`config.mk`:
```
export PLATFORM = sky130hd
export DESIGN_NAME = flash_page_prog
export DESIGN_NICKNAME = d
export VERILOG_FILES = /design/src/rtl/fpp_pkg.sv /design/src/rtl/fpp_wbuf.sv /design/src/rtl/fpp_ctrl.sv /design/src/rtl/fpp_array.sv /design/src/rtl/flash_page_prog.sv
export SDC_FILE = /design/constraint.sdc
export NUM_CORES = 2
export LEC_CHECK = 0
export BUFFER_PORTS_ARGS = -buffer_cell sky130_fd_sc_hd__buf_4
export CAP_MARGIN = 40
export CORE_MARGIN = 2
export CORE_UTILIZATION = 34
export CTS_CLUSTER_SIZE = 16
export DETAILED_ROUTE_END_ITERATION = 12
export HOLD_SLACK_MARGIN = 0.08
export PLACE_DENSITY_LB_ADDON = 0.05
export SLEW_MARGIN = 20
export SYNTH_ARGS = -nofsm -noshare
export SYNTH_HDL_FRONTEND = slang
export SYNTH_SLANG_ARGS = --single-unit
```
`constraint.sdc`:
```
create_clock -name clk -period 9.7 [get_ports clk]
set_input_delay 2.425 -clock clk [delete_from_list [all_inputs] [get_ports clk]]
set_output_delay 2.425 -clock clk [all_outputs]
set_load 0.01 [all_outputs]
```
`src/rtl/fpp_pkg.sv`:
```
package fpp_pkg;
   typedef enum logic [1:0] {
      OP_PROG  = 2'b00,
      OP_BITF  = 2'b01,
      OP_ERASE = 2'b10,
      OP_NONE  = 2'b11
   } fpp_op_e;
endpackage

```
`src/rtl/fpp_wbuf.sv`:
```
module fpp_wbuf #(
   parameter int DATA_W     = 16,
   parameter int PAGE_WORDS = 8,
   localparam int IDX_W     = $clog2(PAGE_WORDS)
) (
   input  logic                                clk,
   input  logic                                rst_n,
   input  logic                                wr_en,
   input  logic [IDX_W-1:0]                    wr_idx,
   input  logic [DATA_W-1:0]                   wr_data,
   input  logic                                clr,
   output logic [PAGE_WORDS-1:0][DATA_W-1:0]   words
);
   // each slot is an independent register; clear wins over a load
   for (genvar s = 0; s < PAGE_WORDS; s++) begin : g_slot
      logic [DATA_W-1:0] q;
      always_ff @(posedge clk) begin
         if (!rst_n || clr)
            q <= '1;
         else if (wr_en && wr_idx == IDX_W'(s))
            q <= wr_data;
      end
      assign words[s] = q;
   end
endmodule

```
`src/rtl/fpp_ctrl.sv`:
```
module fpp_ctrl #(
   parameter int PAGES_PER_SEC = 4,
   parameter int NUM_SECTORS   = 4,
   parameter int BUSY_CYCLES   = 4,
   localparam int SEC_W        = $clog2(NUM_SECTORS),
   localparam int PG_W         = $clog2(PAGES_PER_SEC) + SEC_W,
   localparam int NUM_PAGES    = PAGES_PER_SEC * NUM_SECTORS,
   localparam int CNT_W        = $clog2(BUSY_CYCLES + 1)
) (
   input  logic             clk,
   input  logic             rst_n,
   input  logic             cmd_valid,
   input  logic [1:0]       cmd_op,
   input  logic [PG_W-1:0]  cmd_page,
   output logic             busy,
   output logic             prog_err,
   output logic             do_prog,
   output logic             do_erase,
   output logic             buf_clr,
   output logic [SEC_W-1:0] tgt_sec
);
   import fpp_pkg::*;

   logic [CNT_W-1:0]     cnt_q;
   logic [NUM_PAGES-1:0] done_q;
   fpp_op_e              op;
   logic                 accept, is_prog, reject;

   assign op      = fpp_op_e'(cmd_op);
   assign busy    = (cnt_q != '0);
   assign accept  = cmd_valid && !busy && (op != OP_NONE);
   assign is_prog = (op == OP_PROG) || (op == OP_BITF);
   assign reject  = accept && (op == OP_PROG) && done_q[cmd_page];
   assign do_prog = accept && is_prog && !reject;
   assign do_erase = accept && (op == OP_ERASE);
   assign buf_clr = accept && is_prog;
   assign tgt_sec = cmd_page[PG_W-1 -: SEC_W];

   always_ff @(posedge clk) begin
      if (!rst_n)
         cnt_q <= '0;
      else if (do_prog || do_erase)
         cnt_q <= CNT_W'(BUSY_CYCLES);
      else if (busy)
         cnt_q <= cnt_q - 1'b1;
   end

   always_ff @(posedge clk) begin
      if (!rst_n)
         prog_err <= 1'b0;
      else if (accept)
         prog_err <= reject;
   end

   // one program-once mark per page
   for (genvar p = 0; p < NUM_PAGES; p++) begin : g_mark
      localparam int SEC = p / PAGES_PER_SEC;
      always_ff @(posedge clk) begin
         if (!rst_n)
            done_q[p] <= 1'b0;
         else if (do_erase && tgt_sec == SEC_W'(SEC))
            done_q[p] <= 1'b0;
         else if (do_prog && op == OP_PROG && cmd_page == PG_W'(p))
            done_q[p] <= 1'b1;
      end
   end
endmodule

```
`src/rtl/fpp_array.sv`:
```
module fpp_array #(
   parameter int DATA_W        = 16,
   parameter int PAGE_WORDS    = 8,
   parameter int PAGES_PER_SEC = 4,
   parameter int NUM_SECTORS   = 4,
   parameter bit REG_READ      = 1'b1,
   localparam int IDX_W        = $clog2(PAGE_WORDS),
   localparam int SEC_W        = $clog2(NUM_SECTORS),
   localparam int PG_W         = $clog2(PAGES_PER_SEC) + SEC_W,
   localparam int ADDR_W       = PG_W + IDX_W,
   localparam int NUM_WORDS    = PAGE_WORDS * PAGES_PER_SEC * NUM_SECTORS
) (
   input  logic                              clk,
   input  logic                              rst_n,
   input  logic                              prog_en,
   input  logic                              erase_en,
   input  logic [PG_W-1:0]                   prog_page,
   input  logic [SEC_W-1:0]                  erase_sec,
   input  logic [PAGE_WORDS-1:0][DATA_W-1:0] pdata,
   input  logic [ADDR_W-1:0]                 rd_addr,
   output logic [DATA_W-1:0]                 rd_data
);
   logic [DATA_W-1:0] cells [NUM_WORDS];

   for (genvar w = 0; w < NUM_WORDS; w++) begin : g_word
      localparam int PG  = w / PAGE_WORDS;
      localparam int OFF = w % PAGE_WORDS;
      localparam int SEC = PG / PAGES_PER_SEC;
      logic [DATA_W-1:0] q;
      always_ff @(posedge clk) begin
         if (!rst_n)
            q <= '1;
         else if (erase_en && erase_sec == SEC_W'(SEC))
            q <= '1;
         else if (prog_en && prog_page == PG_W'(PG))
            q <= q & pdata[OFF];
      end
      assign cells[w] = q;
   end

   if (REG_READ) begin : g_rd_reg
      logic [DATA_W-1:0] rd_q;
      always_ff @(posedge clk) begin
         if (!rst_n)
            rd_q <= '1;
         else
            rd_q <= cells[rd_addr];
      end
      assign rd_data = rd_q;
   end else begin : g_rd_comb
      assign rd_data = cells[rd_addr];
   end
endmodule

```
`src/rtl/flash_page_prog.sv`:
```
module flash_page_prog #(
   parameter int DATA_W        = 16,
   parameter int PAGE_WORDS    = 8,
   parameter int PAGES_PER_SEC = 4,
   parameter int NUM_SECTORS   = 4,
   parameter int BUSY_CYCLES   = 4,
   parameter bit REG_READ      = 1'b1,
   localparam int IDX_W        = $clog2(PAGE_WORDS),
   localparam int SEC_W        = $clog2(NUM_SECTORS),
   localparam int PG_W         = $clog2(PAGES_PER_SEC) + SEC_W,
   localparam int ADDR_W       = PG_W + IDX_W
) (
   input  logic              clk,
   input  logic              rst_n,
   input  logic              buf_wr_en,
   input  logic [IDX_W-1:0]  buf_wr_idx,
   input  logic [DATA_W-1:0] buf_wr_data,
   input  logic              cmd_valid,
   input  logic [1:0]        cmd_op,
   input  logic [PG_W-1:0]   cmd_page,
   input  logic [ADDR_W-1:0] rd_addr,
   output logic [DATA_W-1:0] rd_data,
   output logic              busy,
   output logic              prog_err
);
   if (DATA_W < 1) begin : g_bad_w
      $error("DATA_W must be at least 1");
   end
   if (PAGE_WORDS < 2 || (PAGE_WORDS & (PAGE_WORDS - 1)) != 0) begin : g_bad_pw
      $error("PAGE_WORDS must be a power of two, at least 2");
   end
   if (PAGES_PER_SEC < 2 || (PAGES_PER_SEC & (PAGES_PER_SEC - 1)) != 0) begin : g_bad_ps
      $error("PAGES_PER_SEC must be a power of two, at least 2");
   end
   if (NUM_SECTORS < 2 || (NUM_SECTORS & (NUM_SECTORS - 1)) != 0) begin : g_bad_ns
      $error("NUM_SECTORS must be a power of two, at least 2");
   end
   if (BUSY_CYCLES < 1) begin : g_bad_bc
      $error("BUSY_CYCLES must be at least 1");
   end

   logic [PAGE_WORDS-1:0][DATA_W-1:0] buf_words;
   logic                              do_prog, do_erase, buf_clr;
   logic [SEC_W-1:0]                  tgt_sec;

   fpp_ctrl #(
      .PAGES_PER_SEC (PAGES_PER_SEC),
      .NUM_SECTORS   (NUM_SECTORS),
      .BUSY_CYCLES   (BUSY_CYCLES)
   ) u_ctrl (
      .clk       (clk),
      .rst_n     (rst_n),
      .cmd_valid (cmd_valid),
      .cmd_op    (cmd_op),
      .cmd_page  (cmd_page),
      .busy      (busy),
      .prog_err  (prog_err),
      .do_prog   (do_prog),
      .do_erase  (do_erase),
      .buf_clr   (buf_clr),
      .tgt_sec   (tgt_sec)
   );

   fpp_wbuf #(
      .DATA_W     (DATA_W),
      .PAGE_WORDS (PAGE_WORDS)
   ) u_buf (
      .clk     (clk),
      .rst_n   (rst_n),
      .wr_en   (buf_wr_en && !busy),
      .wr_idx  (buf_wr_idx),
      .wr_data (buf_wr_data),
      .clr     (buf_clr),
      .words   (buf_words)
   );

   fpp_array #(
      .DATA_W        (DATA_W),
      .PAGE_WORDS    (PAGE_WORDS),
      .PAGES_PER_SEC (PAGES_PER_SEC),
      .NUM_SECTORS   (NUM_SECTORS),
      .REG_READ      (REG_READ)
   ) u_arr (
      .clk       (clk),
      .rst_n     (rst_n),
      .prog_en   (do_prog),
      .erase_en  (do_erase),
      .prog_page (cmd_page),
      .erase_sec (tgt_sec),
      .pdata     (buf_words),
      .rd_addr   (rd_addr),
      .rd_data   (rd_data)
   );
endmodule

```
==> Yosys cells after proc, flatten, opt, wreduce, memory -nomap -nowiden <==
Cells that the tools add are included.
{ "word_totals": {"regBits": 2212, "word_cells": 394, "out_inout_bits": 18} }
{ "op_classes": {"bitwise": 130, "reduce_logical": 70, "n_eq_ne": 28, "n_mux": 7, "n_addsub": 1, "n_lt_le_gt_ge": 2} }
{ "ops": {"columns": ["op", "n"], "rows": [
  ["AND 16 bit", 128],
  ["binary-select mux 16 bit (select 7 bit)", 1],
  ["logical AND 1 bit", 53],
  ["equality test 4 bit (second input constant)", 8],
  ["2-to-1 mux 16 bit", 2],
  ["equality test 4 x 3 -> 1 bit (second input constant)", 4],
  ["equality test 3 bit (second input constant)", 4],
  ["OR reduction 2 bit", 5],
  ["equality test 4 x 2 -> 1 bit (second input constant)", 2],
  ["greater-or-equal comparator 8 bit (second input constant)", 1],
  ["NOT 7 -> 8 bit", 1],
  ["equality test 2 bit (second input constant)", 3],
  ["equality test 3 x 2 -> 1 bit (second input constant)", 2],
  ["2-to-1 mux 3 bit", 2],
  ["< comparator 4 x 5 -> 1 bit (second input constant)", 1],
  ["binary-select mux 1 bit (select 4 bit)", 1],
  ["equality test 2 x 1 -> 1 bit (second input constant)", 2],
  ["equality test 4 x 1 -> 1 bit (second input constant)", 1],
  ["logical NOT 2 bit", 2],
  ["logical NOT 4 bit", 1],
  ["equality test 3 x 1 -> 1 bit (second input constant)", 1],
  ["logical NOT 1 bit", 3],
  ["logical NOT 3 bit", 1],
  ["logical OR 1 bit", 3],
  ["other kinds (6)", 6]
]} }

==> Logic depth before layout (Yosys ltp) <==
{ "depth": {"depth_word": 10, "mapped_depth": 12, "ltp_nobuf": 8} }

==> Hierarchy <==
Synthesis repeated with hierarchy kept, for this count alone.
{ "hier_totals": {"cells_unflattened": 8511, "hier_area_um2": 84752.5} }
{ "by_module_without_submodules": {"columns": ["module", "area_per_inst_um2", "n_inst", "cells_each", "seq_area_each_um2"], "rows": [
  ["fpp_array", 78316.4, 1, 7942, 41319.6],
  ["fpp_wbuf", 5350.1, 1, 461, 2562.5],
  ["fpp_ctrl", 1072.3, 1, 107, 400.4],
  ["flash_page_prog", 13.8, 1, 1, 0.0]
]} }

==> Worst setup path after synthesis <==
Ideal clock, no wire load.
{ "synth_timing": {"path_kind": "input to register", "startpoint": "input port rd_addr[0]", "endpoint": "register u_arr.g_rd_reg.rd_q[4] (netlist: u_arr.rd_data[4])", "setup_slack_ns": 4.871, "t_arrival_ns": 4.707, "cell_stages": 9, "required_time_ns": 9.578, "n_path_buf": 5, "setup_ns": 0.122, "cell_sequence": "buf_2 buf_4 buf_2 buf_2 buf_2 mux4_2 mux4_2 o221ai_1 a21oi_1"} }
{ "synth_via": {"elab_chain_len": 4} }
{ "synth_rtl": {"columns": ["element", "line", "rtl"], "rows": [
  ["start: declaration", "flash_page_prog.sv:21", "input logic [ADDR_W-1:0] rd_addr,"],
  ["NOT 7 -> 8 bit (implied by the code)", "fpp_array.sv:47", "rd_q <= cells[rd_addr];"],
  ["binary-select mux 16 bit (select 7 bit)", "fpp_array.sv:47", null],
  ["2-to-1 mux 16 bit (implied by the code) (2 in a row)", "fpp_array.sv:47", null],
  ["end signal: assignment", "fpp_array.sv:47", null],
  ["end: declaration", "fpp_array.sv:42", "logic [DATA_W-1:0] rd_q;"]
]} }
No other way between the ends. The select of a mux whose other input is x is not followed.
A chain may end at the register's enable or synchronous reset.

==> Final worst setup path <==
{ "layout_timing": {"startpoint": "input port cmd_page[0]", "endpoint": "register u_arr.g_word[53].q[3]"} }
{ "layout_via": {"elab_chain_len": 6, "elab_cells_between_ends": 7, "classes_between": "1 x eq/ne; 2 x mux; 4 x reduce/logical"} }
{ "layout_rtl": {"columns": ["element", "line", "rtl"], "rows": [
  ["start: declaration", "flash_page_prog.sv:20", "input logic [PG_W-1:0] cmd_page,"],
  ["binary-select mux 1 bit (select 4 bit)", "fpp_ctrl.sv:33", "assign reject = accept && (op == OP_PROG) && done_q[cmd_page];"],
  ["2-to-1 mux 1 bit (implied by the code)", "fpp_ctrl.sv:33", null],
  ["logical AND 1 bit", "fpp_ctrl.sv:33", null],
  ["logical NOT 1 bit", "fpp_ctrl.sv:34", "assign do_prog = accept && is_prog && !reject;"],
  ["logical AND 1 bit", "fpp_ctrl.sv:34", null],
  ["logical AND 1 bit (*)", "fpp_array.sv:35", "else if (prog_en && prog_page == PG_W'(PG))"],
  ["end signal: assignment", "fpp_array.sv:36", "q <= q & pdata[OFF];"],
  ["end: declaration", "fpp_array.sv:29", "logic [DATA_W-1:0] q;"]
]} }
Mark *: on every way between the ends. The rest lies on a longest branch, timed or not. The select of a mux whose other input is x is not followed.

==> summary.txt <==
Share of cells above drive strength 1: 0.135
Number of storage elements in the synthesis netlist: 2212
Inserted Clock Buffers: 274
Number of standard cells in the final layout excluding fillers: 12.3k
Effective utilization at floorplan: 0.342
Area growth, synth to finish: 13.9%
Part of the Yosys area used for sequential elements: 0.519
HP Start: u_arr.g_word[101].q[11]
Inst Count DP: 11.8k
Synth top area share: 0.519
IR Drop Worst-Case VDD: 0.192 mV
Top cell types by occurrence after synthesis: 2354 x nor2_1, 2212 x dfxtp_1, 1827 x a21oi_1
Routability Congestion: 0.765
DRT iter0 DRCs: 5165
Clock tree from TritonCTS: done
Final Max Slew Viols: 0
Die area: 255000 µm²
Crit Path Class: in -> reg
Shortest clock period the worst path allows after layout: 5.46 ns
Synthesized net count: 9073
Maximum count of clock buffers along a single path: 4
Power density cells: 208 nW/µm²
Most used standard cell by instance count after synthesis: nor2_1
Clock power share: 0.482
Count of flip-flops with a built-in enable after synthesis: 0
Count of synthesis-stage warnings from yosys: 0
Status: completed
Origin of the critical flop-to-flop path: u_ctrl.cnt_q[0]
Initial DRT Pass Iterations: 6
Setup skew after layout: 0.0438 ns
P_leak: 0.0329 µW
Switch Pwr: 4900 µW
Critical Path RT: 10.43 ns
H-tree level count: 5
Max Clk Rate: 183 MHz
Vias in the first global route: 64.4k
Number of I/O port buffers: 53
Synth Instances: 9034
Overall power of the completed layout: 20200 µW
Routed length per instance: 24.0 µm
Setup repair after global routing missed its margin: no
Root Buffer Master: clkbuf_16
Number of maximum-capacitance constraint violations: 0
Worst Tran Pin Value: 1.06 ns
Top-Level Pins: 54
HPWL Detailed: 181000 µm
Final setup violating endpoints: 0
Count of nets left with antenna violations after detail routing: 0
Clock insertion delay at the later pin of the skew report: 0.91 ns
Setup TNS after final layout: 0 ns
Avg Cell Area, Syn: 9.44 µm²
Number of rows created at floorplan: 183
CTS Sinks: 2212
Most used flip-flop cell after synthesis: dfxtp_1
Minimum setup slack among reg-to-reg paths: 5.56 ns
Final net count: 8810
Fraction of the cycle the final worst path needs: 0.563
Critical Path Sink Type: flip-flop
DRC viols: 0
Count of hold-fix buffers inserted at cts: 0
Die span in y: 505 µm
Final hold violation count: 0
Sw frac: 0.243
CP max FO: 45
Arrival time at the worst endpoint: 6.19 ns
Synth async-reset ratio: 0
Cell types with the largest area share after synthesis: dfxtp_1 52%, mux4_2 15%, a21oi_1 11%, nor2_1 10%, nand2_1 2.4%
Post-cts repair resize count: 0
Clock slew at reported path FFs: 0.05 ns
Global route overflow: 0
Final core utilization: 0.390
Share of total power in sequential cells: 0.460
Ratio of routed vias to standard cells: 5.35
Hold WC Path Type: reg -> reg
Routed wire length: 295000 µm
Number of antenna violations at the first check in global routing: 26
Total via count after detailed routing: 65.7k
Max-slew headroom: 0.295
Placeable core region: 249000 µm²
Cell type with the highest aggregate area in the netlist: dfxtp_1
Wire length of the first global-routing pass: 436000 µm
Startpoint Class: input port
Setup Buffers After CTS: 0
Cell internal pwr: 15300 µW
Maximum number of pins on one net before global-route repair: 185
CP Launch Point: cmd_page[0]
Die Width: 505 µm
Number of different library cells in the post-synthesis netlist: 56
Combinational fraction of design power: 0.058
Global routing usage summed across all routing layers: 0.226
Synthesized area: 85300 µm²
layout by cell type, fill, tap and decap left out, types with 10 or more instances in the layout:
master     instances
a211oi_1          14
a21oi_1         1827
a22o_1            20
a22oi_1           45
buf_12            43
buf_4            143
clkbuf_1          72
clkbuf_16        281
clkbuf_8          56
clkinv_2          31
dfxtp_1         2212
diode_2           10
mux2_2            17
mux2i_1           84
mux4_2           563
nand2_1          547
nand2b_1          12
nand3_1          140
nor2_1          2343
nor2b_1           13
nor3_1            16
o21ai_0          279
o22ai_1           19
critical path: stages:
cell and delay [ns]:
buf_4 0.20, mux4_2 0.53, mux4_2 0.48, nand2b_1 0.27, nand2_2 0.47, nor3_4 0.34
buf_4 0.51, buf_4 0.62, a21oi_1 0.15
sequential cells by signal, indices dropped and copies added (netlist names):
signal and flops:
u_arr.g_word.q 2048, u_ctrl.done_q 16, u_ctrl.cnt_q 3, u_buf.g_slot.q 128, u_ctrl.prog_err 1, u_arr.rd_data 16
cell families after synthesis:
group           Yosys count  synth area share
compound gates         2262             0.138
xor+xnor                  1          0.000103
fa+ha+maj                 3          0.000440
buf+inv                 748            0.0382
flops                  2212             0.519
mux                     664             0.161
simple gates           3144             0.144
path summary, 6_finish.rpt:
kind,endpoint,cells past startpoint
setup reg to reg,u_arr.g_word[53].q[3],10
setup / recovery,u_arr.g_word[53].q[3],9
hold / removal,u_arr.g_word[101].q[11],2
hold reg to reg,u_arr.g_word[101].q[11],2
cell type report:
| type | instances | area, µm² |
|---|---|---|
| diodes | 10 | 25.0 |
| clock buffers | 408 | 8060 |
| clock inverters | 40 | 339 |
| fillers | 24800 | 152000 |
| inverters | 8 | 30.0 |
| multi-input cells | 6074 | 38000 |
| flip-flops and latches | 2212 | 44300 |
| well taps | 3330 | 4170 |
| repair buffers | 201 | 2240 |
through the flow:
stage	setup slack [ns]	area, µm²	hold slack (ns)
global placement	3.32	88300	0.445
global route	4.13	97100	0.472
floorplan	4.87	85300	0.420
detailed placement	3.34	88700	0.449
CTS	4.30	97100	0.459
finish	4.24	97200	0.459
layer usage:
layer,vias to the layer above,track usage,wire (µm)
met5,-,0,0
met4,0,0.0687,8980
met3,506,0.0272,12100
met2,1569,0.377,141000
met1,32800,0.306,134000
li1,30800,-,-
power groups by stage:
stage | clock [µW] | combinational, µW | sequential (µW)
global placement | 0 | 1150 | 9480
finish | 9730 | 1160 | 9280
global route | 10400 | 1240 | 9280
detailed placement | 0 | 1170 | 9480
CTS | 10000 | 1170 | 9280
floorplan | 0 | 704 | 9390
Power figures use the tool's default switching activity.
